File: src/rtl/adc_seq_pkg.sv
package adc_seq_pkg;
  typedef enum logic {ST_IDLE, ST_CONV} seq_state_e;
endpackage

File: src/rtl/adc_seq_ctrl.sv
module adc_seq_ctrl
  import adc_seq_pkg::*;
#(
  parameter int unsigned NUM_CH      = 4,
  parameter int unsigned CONV_CYCLES = 8,
  localparam int unsigned CH_W  = $clog2(NUM_CH),
  localparam int unsigned CNT_W = $clog2(CONV_CYCLES + 1)
) (
  input  logic              clk_i,
  input  logic              rst_ni,
  input  logic              start_i,
  input  logic [NUM_CH-1:0] mask_i,
  output logic              cap_o,
  output logic              busy_o,
  output logic              eoc_o,
  output logic              done_o,
  output logic [CH_W-1:0]   done_ch_o,
  output logic [CH_W-1:0]   done_slot_o
);
  seq_state_e        state_q;
  logic              start_q, start_rise, eoc_q;
  logic [NUM_CH-1:0] remain_q, lat_mask_q, remain_next;
  logic [CNT_W-1:0]  cnt_q;
  logic [CH_W-1:0]   slot_q, cur_ch;

  assign start_rise = start_i & ~start_q;
  assign busy_o     = (state_q == ST_CONV);
  assign cap_o      = start_rise & ~busy_o;

  // lowest pending channel converts next
  always_comb begin
    cur_ch = '0;
    for (int i = NUM_CH - 1; i >= 0; i--) begin
      if (remain_q[i]) cur_ch = CH_W'(i);
    end
  end

  assign remain_next = remain_q & ~(NUM_CH'(1) << cur_ch);
  assign done_o      = busy_o && (remain_q != '0) && (cnt_q == CNT_W'(CONV_CYCLES - 1));
  assign done_ch_o   = cur_ch;
  assign done_slot_o = slot_q;
  assign eoc_o       = eoc_q;

  always_ff @(posedge clk_i or negedge rst_ni) begin
    if (!rst_ni) begin
      start_q    <= 1'b0;
      state_q    <= ST_IDLE;
      remain_q   <= '0;
      lat_mask_q <= '0;
      cnt_q      <= '0;
      slot_q     <= '0;
      eoc_q      <= 1'b0;
    end else begin
      start_q <= start_i;
      eoc_q   <= done_o;
      if (cap_o) begin
        state_q    <= ST_CONV;
        remain_q   <= mask_i;
        lat_mask_q <= mask_i;
        cnt_q      <= '0;
        slot_q     <= '0;
      end else if (busy_o) begin
        if (remain_q == '0) begin
          state_q <= ST_IDLE;
        end else if (done_o) begin
          cnt_q    <= '0;
          remain_q <= remain_next;
          slot_q   <= slot_q + 1'b1;
          if (remain_next == '0) state_q <= ST_IDLE;
        end else begin
          cnt_q <= cnt_q + 1'b1;
        end
      end
    end
  end

  AST_BUSY_FROM_START: assert property (@(posedge clk_i) disable iff (!rst_ni)
    $rose(busy_o) |-> $past(start_rise));
  AST_EOC_SINGLE: assert property (@(posedge clk_i) disable iff (!rst_ni)
    eoc_o |=> !eoc_o);
  AST_EOC_AT_END: assert property (@(posedge clk_i) disable iff (!rst_ni)
    ($fell(busy_o) && lat_mask_q != '0) |-> eoc_o);
  AST_START_IGNORED: assert property (@(posedge clk_i) disable iff (!rst_ni)
    (busy_o && start_rise) |=> $stable(lat_mask_q));
  AST_EMPTY_SHORT: assert property (@(posedge clk_i) disable iff (!rst_ni)
    (busy_o && lat_mask_q == '0) |=> !busy_o);
endmodule

File: src/rtl/adc_seq_store.sv
module adc_seq_store #(
  parameter int unsigned NUM_CH = 4,
  parameter int unsigned DATA_W = 12,
  localparam int unsigned CH_W  = $clog2(NUM_CH)
) (
  input  logic                     clk_i,
  input  logic                     rst_ni,
  input  logic                     cap_i,
  input  logic [NUM_CH*DATA_W-1:0] sample_i,
  input  logic                     done_i,
  input  logic [CH_W-1:0]          done_ch_i,
  input  logic [CH_W-1:0]          done_slot_i,
  input  logic [CH_W-1:0]          rd_idx_i,
  output logic [DATA_W-1:0]        rd_data_o
);
  logic [DATA_W-1:0] hold_q [NUM_CH];
  logic [DATA_W-1:0] res_q  [NUM_CH];

  for (genvar g = 0; g < NUM_CH; g++) begin : g_ch
    always_ff @(posedge clk_i or negedge rst_ni) begin
      if (!rst_ni) begin
        hold_q[g] <= '0;
        res_q[g]  <= '0;
      end else begin
        if (cap_i) hold_q[g] <= sample_i[g*DATA_W +: DATA_W];
        if (done_i && done_slot_i == CH_W'(g)) res_q[g] <= hold_q[done_ch_i];
      end
    end
  end

  assign rd_data_o = res_q[rd_idx_i];

  AST_HOLD_FROZEN: assert property (@(posedge clk_i) disable iff (!rst_ni)
    !cap_i |=> $stable(hold_q[0]));
endmodule

File: src/rtl/adc_seq_bus.sv
module adc_seq_bus #(
  parameter int unsigned NUM_CH = 4,
  parameter int unsigned DATA_W = 12,
  localparam int unsigned CH_W  = $clog2(NUM_CH)
) (
  input  logic              clk_i,
  input  logic              rst_ni,
  input  logic              cs_ni,
  input  logic              rd_ni,
  input  logic              wr_ni,
  input  logic [DATA_W-1:0] data_i,
  input  logic              cap_i,
  output logic [NUM_CH-1:0] sel_reg_o,
  output logic [CH_W-1:0]   rd_ptr_o,
  output logic              rd_act_o
);
  logic            rd_act_q, wr_act;
  logic [CH_W-1:0] ptr_q;

  assign rd_act_o = ~cs_ni & ~rd_ni;
  assign wr_act   = ~cs_ni & ~wr_ni;
  assign rd_ptr_o = ptr_q;

  always_ff @(posedge clk_i or negedge rst_ni) begin
    if (!rst_ni) begin
      rd_act_q  <= 1'b0;
      ptr_q     <= '0;
      sel_reg_o <= '0;
    end else begin
      rd_act_q <= rd_act_o;
      if (wr_act) sel_reg_o <= data_i[NUM_CH-1:0];
      if (cap_i) ptr_q <= '0;
      else if (rd_act_q && !rd_act_o)
        ptr_q <= (ptr_q == CH_W'(NUM_CH - 1)) ? '0 : ptr_q + 1'b1;
    end
  end

  AST_SEL_WRITE: assert property (@(posedge clk_i) disable iff (!rst_ni)
    wr_act |=> sel_reg_o == $past(data_i[NUM_CH-1:0]));
  AST_PTR_CLEAR: assert property (@(posedge clk_i) disable iff (!rst_ni)
    cap_i |=> ptr_q == '0);
endmodule

File: src/rtl/adc_seq_top.sv
module adc_seq_top #(
  parameter int unsigned NUM_CH      = 4,
  parameter int unsigned DATA_W      = 12,
  parameter int unsigned CONV_CYCLES = 8,
  localparam int unsigned CH_W = $clog2(NUM_CH)
) (
  input  logic                     clk_i,
  input  logic                     rst_ni,
  input  logic                     start_i,
  input  logic                     hw_sel_i,
  input  logic [NUM_CH-1:0]        ch_sel_i,
  input  logic [NUM_CH*DATA_W-1:0] sample_i,
  input  logic                     cs_ni,
  input  logic                     rd_ni,
  input  logic                     wr_ni,
  input  logic [DATA_W-1:0]        data_i,
  output logic [DATA_W-1:0]        data_o,
  output logic                     data_oe_o,
  output logic                     busy_o,
  output logic                     eoc_o,
  output logic                     track_o
);
  logic              cap, done, rd_act;
  logic [CH_W-1:0]   done_ch, done_slot, rd_ptr;
  logic [NUM_CH-1:0] sel_reg, mask;
  logic [DATA_W-1:0] rd_data;

  assign mask = hw_sel_i ? sel_reg : ch_sel_i;

  adc_seq_ctrl #(.NUM_CH(NUM_CH), .CONV_CYCLES(CONV_CYCLES)) i_ctrl (
    .clk_i, .rst_ni, .start_i, .mask_i(mask), .cap_o(cap), .busy_o, .eoc_o,
    .done_o(done), .done_ch_o(done_ch), .done_slot_o(done_slot)
  );

  adc_seq_store #(.NUM_CH(NUM_CH), .DATA_W(DATA_W)) i_store (
    .clk_i, .rst_ni, .cap_i(cap), .sample_i, .done_i(done), .done_ch_i(done_ch),
    .done_slot_i(done_slot), .rd_idx_i(rd_ptr), .rd_data_o(rd_data)
  );

  adc_seq_bus #(.NUM_CH(NUM_CH), .DATA_W(DATA_W)) i_bus (
    .clk_i, .rst_ni, .cs_ni, .rd_ni, .wr_ni, .data_i, .cap_i(cap),
    .sel_reg_o(sel_reg), .rd_ptr_o(rd_ptr), .rd_act_o(rd_act)
  );

  assign data_oe_o = rd_act;
  assign data_o    = rd_act ? rd_data : '0;
  assign track_o   = ~busy_o;

  AST_OE_STROBE: assert property (@(posedge clk_i) disable iff (!rst_ni)
    data_oe_o |-> (!cs_ni && !rd_ni));
endmodule

File: config.mk
export PLATFORM = sky130hd
export DESIGN_NAME = adc_seq_top
export DESIGN_NICKNAME = d
export VERILOG_FILES = /design/src/rtl/adc_seq_pkg.sv /design/src/rtl/adc_seq_ctrl.sv /design/src/rtl/adc_seq_store.sv /design/src/rtl/adc_seq_bus.sv /design/src/rtl/adc_seq_top.sv
export SDC_FILE = /design/constraint.sdc
export NUM_CORES = 1
export LEC_CHECK = 0
export ABC_AREA = 1
export CELL_PAD_IN_SITES_DETAIL_PLACEMENT = 1
export CELL_PAD_IN_SITES_GLOBAL_PLACEMENT = 1
export CORE_MARGIN = 2
export CORE_UTILIZATION = 30
export DETAILED_ROUTE_END_ITERATION = 10
export GPL_TIMING_DRIVEN = 1
export PLACE_DENSITY = 0.62
export RECOVER_POWER = 100
export SLEW_MARGIN = 20
export SYNTH_ARGS = -nofsm -noshare
export SYNTH_HDL_FRONTEND = slang
export SYNTH_SLANG_ARGS = --single-unit
File: constraint.sdc
create_clock -name clk_i -period 1.95 [get_ports clk_i]
set_input_delay 0.39 -clock clk_i [delete_from_list [all_inputs] [get_ports clk_i]]
set_output_delay 0.39 -clock clk_i [all_outputs]
set_load 0.02 [all_outputs]
# == Word-level counts from Yosys, hierarchy flattened ==
# Cells that the tools add are included.
# W data, S select, Z words.
# word_totals
mem_bits_ro,0
ff_bits,116
ram_bits,0
inputBits,71
mem_count,0
out_inout_bits,16
latch_bits,0
# classes
div_mod_pow,0
n_mux,32
mul,0
eq_ne,6
shift,1
n_addsub,3
n_lt_le_gt_ge,2
bitwise,13
n_reduce_logical,17
# op_table
operator,count
$mux W12,5
$bmux W12 S2,2
$mux W4,9
$mux W2,11
$logic_not A4 Y1,2
$logic_and A1 B1 Y1,7
$eq A2 B2 Y1 const B,3
$ge A3 B3 Y1 const B,2
$not A2 Y3,2
$reduce_bool A2 Y1,3
$mux W1,5
$not A1 Y1,5
$add A2 B1 Y2 const B,2
$add A4 B1 Y4 const B,1
$and A1 B1 Y1,4
$and A4 B4 Y4,1
$eq A4 B3 Y1 const B,1
$not A4 Y4,1
$reduce_bool A4 Y1,1
$shl A1 B2 Y4 const A,1
$reduce_and A3 Y1,1
$eq A2 B1 Y1 const B,1
$logic_not A2 Y1,1
$ne A2 B2 Y1 const B,1
other kinds (2),2

# == Logic depth before layout (Yosys ltp) ==
# Gate-level depths: netlist of run 1.
# depth
depth_word,13
depth_mapped,9
ltp_nobuf,8

# == Modules after synthesis ==
# From an unflattened synthesis of run 1, not the netlist that was laid out.
# hier_totals
cells_unflattened,648
hier_area_um2,5679.2
# by_module_without_submodules
mod,instances,area_each_um2,cells_per_inst
adc_seq_store,1,4483.0,485
adc_seq_ctrl,1,737.0,90
adc_seq_bus,1,305.3,34
adc_seq_top,1,153.9,39

# == Worst setup path before layout of run 1 ==
# OpenSTA, ideal clock, no wires.
# synth_timing
path_type,input-to-output
startpoint,input cs_ni
endpoint,output data_o[10]
slack_ns,0.212
arrival_ns,1.348
path_stages,4
n_path_buf,2
path_cell_list,or2_2 > clkbuf_1 > clkbuf_1 > a21oi_1
# synth_via
elab_chain_cells,3
# synth_rtl
item,line,rtl
start: declaration,adc_seq_top.sv:13,"input logic cs_ni,"
$not A1 Y1,adc_seq_bus.sv:20,assign rd_act_o = ~cs_ni & ~rd_ni;
$and A1 B1 Y1,adc_seq_bus.sv:20,
$mux W12,adc_seq_top.sv:46,assign data_o = rd_act ? rd_data : '0;
end: declaration,adc_seq_top.sv:17,"output logic [DATA_W-1:0] data_o,"
# Every way passes these cells.

# == Worst setup path after layout of run 1 ==
# layout_timing
startpoint,register i_bus.ptr_q[0] (netlist: i_bus.rd_ptr_o[0])
endpoint,output data_o[10]
# layout_via
elab_chain_cells,5
# layout_rtl
item,line,rtl
start: declaration,adc_seq_bus.sv:18,logic [CH_W-1:0] ptr_q;
start signal: assignment,adc_seq_bus.sv:34,ptr_q <= (ptr_q == CH_W'(NUM_CH - 1)) ? '0 : ptr_q + 1'b1;
$not A2 Y3 (not written as such),adc_seq_store.sv:31,assign rd_data_o = res_q[rd_idx_i];
$bmux W12 S2,adc_seq_store.sv:31,
$mux W12 (not written as such) (2 in a row),adc_seq_store.sv:31,
$mux W12,adc_seq_top.sv:46,
# Every way passes these cells. The select of a mux whose other input is x is not followed.

==> results of run 1 <==
[worst paths after layout]
kind | from | depth (start not counted) | end | slack (ns)
min in group asynchronous | rst_ni | 2 | i_ctrl.eoc_o$_DFF_PN0_ | 0.65
min | i_store.hold_q[36]$_DFFE_PN0P_ | 2 | i_store.hold_q[36]$_DFFE_PN0P_ | 0.47
max | i_bus.rd_ptr_o[0]$_DFFE_PN0P_ | 7 | data_o[10] | -0.09
max reg2reg | i_ctrl.cnt_q[0]$_DFFE_PN0P_ | 8 | i_store.res_q[33]$_DFFE_PN0P_ | 0.14
min reg2reg | i_store.hold_q[36]$_DFFE_PN0P_ | 2 | i_store.hold_q[36]$_DFFE_PN0P_ | 0.47
max in group asynchronous | rst_ni | 3 | i_store.res_q[5]$_DFFE_PN0P_ | 0.30
[layout make-up]
cell class	count	area, µm²
clock buffer	22	464.2
clock inverter	10	153.9
fill	2144	10640
inverter	25	105.1
multi-input combinational	532	2465
sequential	116	2904
tap	229	286.5
timing repair buffer	110	1064
timing repair inverter	1	7.507
[report_power, final]
group / internal, W / switching, W / total (W)
Combinational: 0.00171 / 0.00307 / 0.00478
Clock: 0.00219 / 0.00108 / 0.00327
Sequential: 0.00329 / 0.000609 / 0.00390
[layout by cell type, fill, tap and decap left out, types with 3 or more instances in the layout]
master and n:
buf_8 3, dlygate4sd2_1 3, nand2_1 293, inv_2 6, clkdlybuf4s50_1 58, nand3_2 12
buf_6 3, nor2_4 4, clkinv_2 5, nand3_1 89, o21ai_1 18, ha_1 6
nor2_1 42, buf_4 24, clkbuf_2 5, o21ai_0 16, a21oi_1 11, clkbuf_4 6
dfrtp_1 115, mux2_2 4, clkbuf_1 3, nor2_2 24, bufinv_16 4, buf_12 3
inv_1 17, dlygate4sd3_1 4, clkbuf_16 17
[tightest hold or removal path: stages, from the launching register on]
cell and delay, ns:
dfrtp_1 0.34, nand2_1 0.06, nand2_1 0.04
[synthesized netlist by cell type, drive strengths merged]
cell    instances  area (µm²)
or2             2       12.51
o22ai           2       12.51
nand3         102       583.1
clkbuf         17       63.81
buf            19       100.1
nor3b           1       7.510
a21oi          12       60.06
dfrtp         116        2903
nor3            2       21.27
nand2         295        1112
inv            25       93.84
mux2            4       45.04
ha              6       75.07
o21ai          36       180.2
nor2           70       297.8
[kinds of logic (layout without fill, tap and decap cells)]
| family | count (synthesis) | count (layout) | share of synthesized area [%] |
|---|---|---|---|
| AO/OA/AOI/OAI | 50 | 50 | 4.539 |
| adder cells (fa/ha/maj) | 6 | 6 | 1.348 |
| buffers and inverters | 61 | 168 | 4.629 |
| flip-flops | 116 | 116 | 52.13 |
| multiplexers | 4 | 4 | 0.8089 |
| AND/OR/NAND/NOR | 472 | 472 | 36.54 |
[flip-flops by register name (all words and copies together) (netlist names), 2 cells and up]
signal,flops
i_store.hold_q,48
i_ctrl.done_slot_o,2
i_ctrl.remain_q,4
i_bus.rd_ptr_o,2
i_store.res_q,48
i_ctrl.cnt_q,4
i_bus.sel_reg_o,4
[per-layer routing]
layer | global-route usage (%) | up-vias
li1 | - | 2448
met1 | 25.20 | 2447
met2 | 28.72 | 92
met3 | 3.145 | 18
met4 | 5.529 | 0
met5 | 0 | -
[metrics by stage]
| stage | power, W | hold WS, ns | setup TNS, ns |
|---|---|---|---|
| after floorplan | 0.006624 | 0.09441 | 0 |
| after CTS | 0.01195 | 0.4420 | -0.5752 |
| after detailed placement | 0.008372 | 0.4169 | -7.810 |
| final | 0.01195 | 0.4669 | -0.5343 |
| after global placement | 0.008158 | 0.4065 | -7.309 |
| after global routing | 0.01282 | 0.4983 | -1.891 |
[what timing repair did]
item | 4_1_cts | 5_1_grt
gates resized for setup | 111 | 21
pin swaps | 15 | 12
buffers inserted | 4 | 0
endpoints found under the setup margin | 15 | 12
hold buffers | 1 | 0
endpoints found under the hold margin | 33 | 0
cloned | 1 | 1
==> results.toml, run 1 <==
[run]
maxCapViolCount = 0

[detailed_routing]
wl_met1_um = 8485
wl_per_cell_um = 16.09
vias = 5005
dr.max_layer_used = "met4"
viasPerCell = 4.789
wl_met3_um = 431
remaining_drc_errors = 0
wirelength_um = 16810
wl_met2_um = 7664
dr.first_iter.drc_count = 259
firstDrtPassIters = 4
ant_nets = 0

[die]
die_h_um = 140.2
fp.dieW_um = 140.2
start_util_pct = 30.79
rows = 49
ioPinCount = 87
die-area_um2 = 19670
core_um2 = 18090

[timing]
period_minus_slack_ns = 2.041
fmax_ghz = 0.4900
fin_skew_ns = 0.008562
worst_slack_ns = -0.09084
drv_slew = 0
rsz0062_at_grt = "true"
slew_headroom_pct = 37.43
setup_violations = 11
timing.final.hold_violations = 0
worstMarginPinSlew_ns = 0.9386
timing.final.crit_share_pct = 104.7

[placed_design]
place_ws_ns = -0.6561
dpl_cell_area_um2 = 6764
io_buffers = 78
gp_congestion = 0.7640
place_hpwl_um = 11920
dp_cells = 1006

[synthesis]
netlist_area_um2 = 5568
synth_cells = 709
synth_cell_types = 24
synth_seq_area_share_pct = 52.13
synthesis.nets = 786
ys_ff_latch = 116
avgSynthCellArea_um2 = 7.853
yosys_warnings = 0

[critical_path]
cp_num_buf_inv = 3
path_max_fanout = 8
critical_path.cell_chain = "buf_12 > buf_8 > nor2_4 > nor2_2 > o21ai_1 > a21oi_1 > buf_4"
cp_data_arrival_time_ns = 1.65
crit_type = "reg2out"
cp_top_family = "buffers and inverters"
start_kind = "flip-flop"
crit_slowest_cell = "dfrtp_1"
required_ns = 1.56
worst_path_largest_cell_delay_ns = 0.37
endpoint_kind = "output port"

[outcome]
violations = "setup timing"
status = "finished with violations"

[grt]
grt_pass1_vias = 5435
antenna_found_initial = 0
grt_usage_pct = 18.03
grt_pass1_wl_um = 28100
grt_max_degree = 48
grt_overflow_total = 0

[final_layout]
design_area_um2 = 7450
final_cells = 1045
drive_gt1_share_pct = 16.67
n_antenna_cell = 0
num-nets-final = 880
syn2layout_area_growth_pct = 33.80
fin_util_pct = 41.19

[power]
leakagePower_nw = 3.731
ir_drop_v = 0.0005515
p_per_area_nw_per_um2 = 1604

[clock_tree]
clkSinkCount = 116
htreeDepth = 4
cts_max_path_buffers = 2
clk_latency_ns = 0.41
cts_buffers = 17
cts_tree = "done"
cts_root_buf = "clkbuf_16"
clk_pin_slew_ns = 0.05

[worst_hold_path]
hold_path.class = "reg2reg"
Note: power is estimated with default switching activity, not from simulation.
==> run 2, diff against run 1 <==
--- a/config.mk
+++ b/config.mk
@@ -7,12 +7,13 @@
 export LEC_CHECK = 0
 export ABC_AREA = 1
 export CELL_PAD_IN_SITES_DETAIL_PLACEMENT = 1
-export CELL_PAD_IN_SITES_GLOBAL_PLACEMENT = 1
+export CELL_PAD_IN_SITES_GLOBAL_PLACEMENT = 2
 export CORE_MARGIN = 2
 export CORE_UTILIZATION = 30
+export CTS_BUF_LIST = sky130_fd_sc_hd__clkbuf_4
 export DETAILED_ROUTE_END_ITERATION = 10
 export GPL_TIMING_DRIVEN = 1
-export PLACE_DENSITY = 0.62
+export PLACE_DENSITY = 0.76
 export RECOVER_POWER = 100
 export SLEW_MARGIN = 20
 export SYNTH_ARGS = -nofsm -noshare
==> run 2 against run 1 <==
Count of clock-buffer cells in the layout decreased by 1. The run still ends with setup timing left. Final area down 6.4%. Critical path type unchanged. Largest cell class unchanged. Cell count decreased by 0.38%. Power down 17%. Utilization down 2.6 points. Combinational power fell by 6.3%.
==> results.toml, run 2 (synthesis gave the netlist of run 1 again) <==
[detailed_routing]
dr.first_iter.drc_count = 218
firstDrtPassIters = 4
viasPerCell = 4.681
ant_nets = 0
wl_per_cell_um = 15.67
remaining_drc_errors = 0
vias = 4873
wirelength_um = 16310

[power]
leakagePower_nw = 3.503
p_per_area_nw_per_um2 = 1425
power.internal_w = 0.005574
ir_drop_v = 0.0005024
switching_share_pct = 43.90
clkPwrFrac_pct = 16.3
power_frac_seq_pct = 38.6
p_sw_w = 0.004361
p_comb_share_pct = 45.1

[final_layout]
layout_commonest_cell = "nand2_1"
reg_top3 = "i_store.hold_q x48, i_store.res_q x48"
fin_util_pct = 38.55
drive_gt1_share_pct = 14.30
syn2layout_area_growth_pct = 25.24
design_area_um2 = 6973
fillers = 2191
mostFrequentLayoutCells = "nand2_1, dfrtp_1, nand3_1, clkdlybuf4s50_1, nor2_1"
final_cells = 1041
num-nets-final = 876

[placed_design]
gp_congestion = 0.8155
place_ws_ns = -0.6510
io_buffers = 78
dpl_cell_area_um2 = 6686
place_hpwl_um = 12070
dp_cells = 1004

[timing]
fmax_ghz = 0.4705
fin_skew_ns = 0.01593
setup-tns-final_ns = -1.537
worst_slack_ns = -0.1754
setup_violations = 12
timing.final.hold_violations = 0
drv_slew = 0
rsz0062_at_grt = "true"
worstMarginPinSlew_ns = 1.032
period_minus_slack_ns = 2.125
timing.final.crit_share_pct = 109.0
slew_headroom_pct = 31.22

[grt]
grt_overflow_total = 0
antenna_found_initial = 1
grt_max_degree = 39
grt_usage_pct = 17.66
grt_pass1_wl_um = 27450
grt_pass1_vias = 5287

[clock_tree]
clk_pin_slew_ns = 0.10
cts_root_buf = "clkbuf_4"
htreeDepth = 4
cts_buffers = 17
cts_tree = "done"
clk_latency_ns = 0.53
clkSinkCount = 116
cts_max_path_buffers = 2

[outcome]
violations = "setup timing"
status = "finished with violations"

[die]
ioPinCount = 87
die_h_um = 140.2
rows = 49
core_um2 = 18090
fp.dieW_um = 140.2
die-area_um2 = 19670
start_util_pct = 30.79

[critical_path]
required_ns = 1.56
cp_data_arrival_time_ns = 1.74
start_kind = "flip-flop"
crit_type = "reg2out"
path_max_fanout = 17
endpoint_kind = "output port"

[worst_hold_path]
hold_path.class = "in2reg"

[run]
maxCapViolCount = 0
-- run 2: changes by cell type in the layout (fill, tap and decap cells not counted), sizes merged --
cell	previous run	this run
diode	0	1
clkinvlp	2	1
dlygate4sd3	4	3
clkdlybuf4s50	58	59
clkinv	6	8
clkbuf	33	29
bufinv	4	2
-- run 2: repair_timing --
action | in CTS | in global routing
pin swaps | 4 | 8
buffers inserted | 4 | 0
hold buffers | 1 | 0
endpoints found under the setup margin | 15 | 12
resized for setup | 80 | 30
hold endpoints to repair | 33 | 0
-- run 2: power groups by stage --
| stage | Combinational [W] | Sequential, W | Clock, W |
|---|---|---|---|
| after floorplan | 0.00290 | 0.00372 | 0 |
| after global placement | 0.00423 | 0.00383 | 0 |
| after detailed placement | 0.00439 | 0.00388 | 0 |
| after CTS | 0.00444 | 0.00385 | 0.00168 |
| after global routing | 0.00509 | 0.00396 | 0.00179 |
| final | 0.00448 | 0.00384 | 0.00162 |
-- run 2: final cells by class --
class / instances / area, µm² / area share [%]
multi-input cells: 532 / 2444 / 35.04
diodes: 1 / 2.502 / 0.03589
flip-flops and latches: 116 / 2904 / 41.65
clock inverters: 10 / 90.09 / 1.292
clock buffers: 21 / 157.7 / 2.261
repair buffers: 107 / 991.0 / 14.21
inverters: 25 / 97.59 / 1.400
well taps: 229 / 286.5 / 4.109
-- run 2: critical path: stages (launching register included) --
cell and delay, ns:
dfrtp_2 0.44, buf_12 0.17, nor2_1 0.05, nor2_1 0.09
o21ai_1 0.08, a21oi_1 0.19, buf_4 0.17
-- run 2: worst paths after layout --
kind,start,slack [ns],depth (start not counted),to
min in group asynchronous,rst_ni,0.55,2,i_store.res_q[45]$_DFFE_PN0P_
min reg2reg,i_store.hold_q[27]$_DFFE_PN0P_,0.48,2,i_store.hold_q[27]$_DFFE_PN0P_
max in group asynchronous,rst_ni,0.27,3,i_store.hold_q[25]$_DFFE_PN0P_
min,sample_i[28],0.39,3,i_store.hold_q[16]$_DFFE_PN0P_
max,i_bus.rd_ptr_o[0]$_DFFE_PN0P_,-0.18,6,data_o[10]
max reg2reg,i_ctrl.busy_o$_DFF_PN0_,0.07,5,i_store.hold_q[42]$_DFFE_PN0P_
-- run 2: per-layer routing --
layer | GRT usage (%) | routed length [µm] | vias up
met3 | 2.872 | 467 | 9
li1 | - | - | 2446
met2 | 28.17 | 7596 | 77
met1 | 24.77 | 8122 | 2341
met4 | 5.423 | 123 | 0
met5 | 0 | 0 | -
-- run 2: through the flow --
stage	total power, W	hold slack, ns
after floorplan	0.006624	0.09441
after global placement	0.008061	0.4144
after detailed placement	0.008275	0.4176
after CTS	0.009969	0.2971
after global routing	0.01084	0.3580
final	0.009935	0.3882
==> run 3, diff against run 2 <==
--- a/config.mk
+++ b/config.mk
@@ -8,7 +8,7 @@
 export ABC_AREA = 1
 export CELL_PAD_IN_SITES_DETAIL_PLACEMENT = 1
 export CELL_PAD_IN_SITES_GLOBAL_PLACEMENT = 2
-export CORE_MARGIN = 2
+export CORE_MARGIN = 10
 export CORE_UTILIZATION = 30
 export CTS_BUF_LIST = sky130_fd_sc_hd__clkbuf_4
 export DETAILED_ROUTE_END_ITERATION = 10
==> run 3 against run 2 <==
The flow still finishes with violations (setup timing). Clock skew is 0.0022 ns higher. Largest cell class unchanged. Cell count grew 0.58%. Setup slack better by 0.012 ns. Die area increased by 24%. Critical path depth unchanged. Wire length grew 3.8%. Critical path type unchanged. Worst hold slack improved by 0.019 ns. Sequential share of layout area is 0.30 points lower. Sequential cell count unchanged. Global-route usage decreased by 3.1 points. Critical endpoint is now data_o[0]. Utilization increased by 0.28 points. Largest power group unchanged. Power grew 0.94%.
==> results.toml, run 3 (synthesis gave the netlist of run 1 again) <==
[die]
die-area_um2 = 24410
ioPinCount = 87
die_h_um = 156.2
fp.dieW_um = 156.2
core_um2 = 18090
start_util_pct = 30.79
rows = 49

[timing]
hold_ws_ns = 0.4075
worst_slack_ns = -0.1634
timing.final.hold_violations = 0
fmax_ghz = 0.4732
fin_skew_ns = 0.01817
slew_headroom_pct = 54.42
drv_slew = 0
period_minus_slack_ns = 2.113
worstMarginPinSlew_ns = 0.6838
rsz0062_at_grt = "true"
timing.final.crit_share_pct = 108.4
setup_violations = 13

[critical_path]
required_ns = 1.56
worst_path_largest_cell_delay_ns = 0.40
crit_slowest_cell = "dfrtp_1"
cp_data_arrival_time_ns = 1.72
crit_type = "reg2out"
endpoint_kind = "output port"
path_max_fanout = 5
start_kind = "flip-flop"
critical_path.cell_chain = "clkinvlp_4 > buf_6 > nor2_1 > o21ai_1 > a21oi_1 > buf_4"

[final_layout]
mostFrequentLayoutCells = "nand2_1, dfrtp_1, nand3_1, clkdlybuf4s50_1, nor2_1"
fillers = 2179
syn2layout_area_growth_pct = 26.16
final_cells = 1047
design_area_um2 = 7024
layout_commonest_cell = "nand2_1"
reg_top3 = "i_store.hold_q x48, i_store.res_q x48"
num-nets-final = 881
drive_gt1_share_pct = 15.18

[clock_tree]
cts_max_path_buffers = 2
clkSinkCount = 116
clk_latency_ns = 0.51
htreeDepth = 4
clk_pin_slew_ns = 0.10
cts_root_buf = "clkbuf_4"
cts_tree = "done"
cts_buffers = 17

[grt]
grt_pass1_wl_um = 28250
grt_overflow_total = 0
antenna_found_initial = 1
grt_max_degree = 73
grt_pass1_vias = 5362
grt_usage_pct = 14.52

[detailed_routing]
ant_nets = 0
viasPerCell = 4.749
wl_per_cell_um = 16.18
dr.first_iter.drc_count = 208
firstDrtPassIters = 4
vias = 4972
wirelength_um = 16940
remaining_drc_errors = 0

[power]
leakagePower_nw = 3.546
ir_drop_v = 0.0005907
p_per_area_nw_per_um2 = 1428

[placed_design]
place_ws_ns = -0.6810
place_hpwl_um = 12580
dpl_cell_area_um2 = 6666
io_buffers = 78
dp_cells = 1003
gp_congestion = 0.7631

[run]
maxCapViolCount = 0

[worst_hold_path]
hold_path.class = "in2reg"

[outcome]
status = "finished with violations"
violations = "setup timing"
run 3: power by group:
part           switching, W  internal [W]  leakage, nW
registers          0.000568       0.00328         1.50
logic               0.00294       0.00160         1.90
clock network      0.000885      0.000761        0.144
run 3: area by class of cell:
type	instances	area, µm²	area share (%)
Antenna cell	1	2.502	0.03563
Tap cell	229	286.5	4.079
Multi-Input combinational cell	532	2435	34.66
Sequential cell	116	2904	41.34
Timing Repair Buffer	112	1040	14.80
Clock buffer	19	142.6	2.031
Inverter	25	97.59	1.389
Clock inverter	13	116.4	1.657
run 3: worst paths after layout:
check                                                from                        endpoint  slack [ns]  cells past startpoint
setup / recovery            i_bus.rd_ptr_o[1]$_DFFE_PN0P_                       data_o[0]       -0.16                      6
hold / removal                               sample_i[42]   i_store.hold_q[6]$_DFFE_PN0P_        0.41                      3
setup reg to reg                  i_ctrl.busy_o$_DFF_PN0_  i_ctrl.remain_q[3]$_DFFE_PN0P_        0.07                      5
hold reg to reg            i_store.hold_q[14]$_DFFE_PN0P_  i_store.hold_q[14]$_DFFE_PN0P_        0.48                      2
max in group asynchronous                          rst_ni   i_bus.rd_ptr_o[0]$_DFFE_PN0P_        0.38                      3
min in group asynchronous                          rst_ni          i_ctrl.eoc_o$_DFF_PN0_        0.46                      2
run 3: per-layer routing:
layer  part of all wire [%]  track usage (%)  up-vias
li1                       -                -     2452
met1                     47            19.14     2434
met3                    5.0            4.084        9
met5                      0                0        -
met2                     47            23.07       77
met4                   0.81            3.551        0
run 3: metrics by stage:
step | power [W] | utilization, % | setup TNS (ns)
floorplan | 0.006624 | - | 0
global placement | 0.008017 | 36.86 | -7.407
detailed placement | 0.008207 | 36.86 | -8.418
CTS | 0.01009 | 38.92 | -2.524
global route | 0.01096 | 38.84 | -6.218
finish | 0.01003 | 38.84 | -1.759
run 3: what timing repair did:
action,4_1_cts,5_1_grt
endpoints found under the setup margin,15,12
pin swaps,22,5
resized for setup,101,19
setup buffers,8,2
hold buffers,1,0
hold endpoints to repair,21,0
run 3: critical path: cells and delay by family, from the launching register on:
kind	cells	cell delay, ns
buffers and inverters	3	0.51
flip-flops	1	0.40
AND/OR/NAND/NOR	1	0.07
AO/OA/AOI/OAI	2	0.23
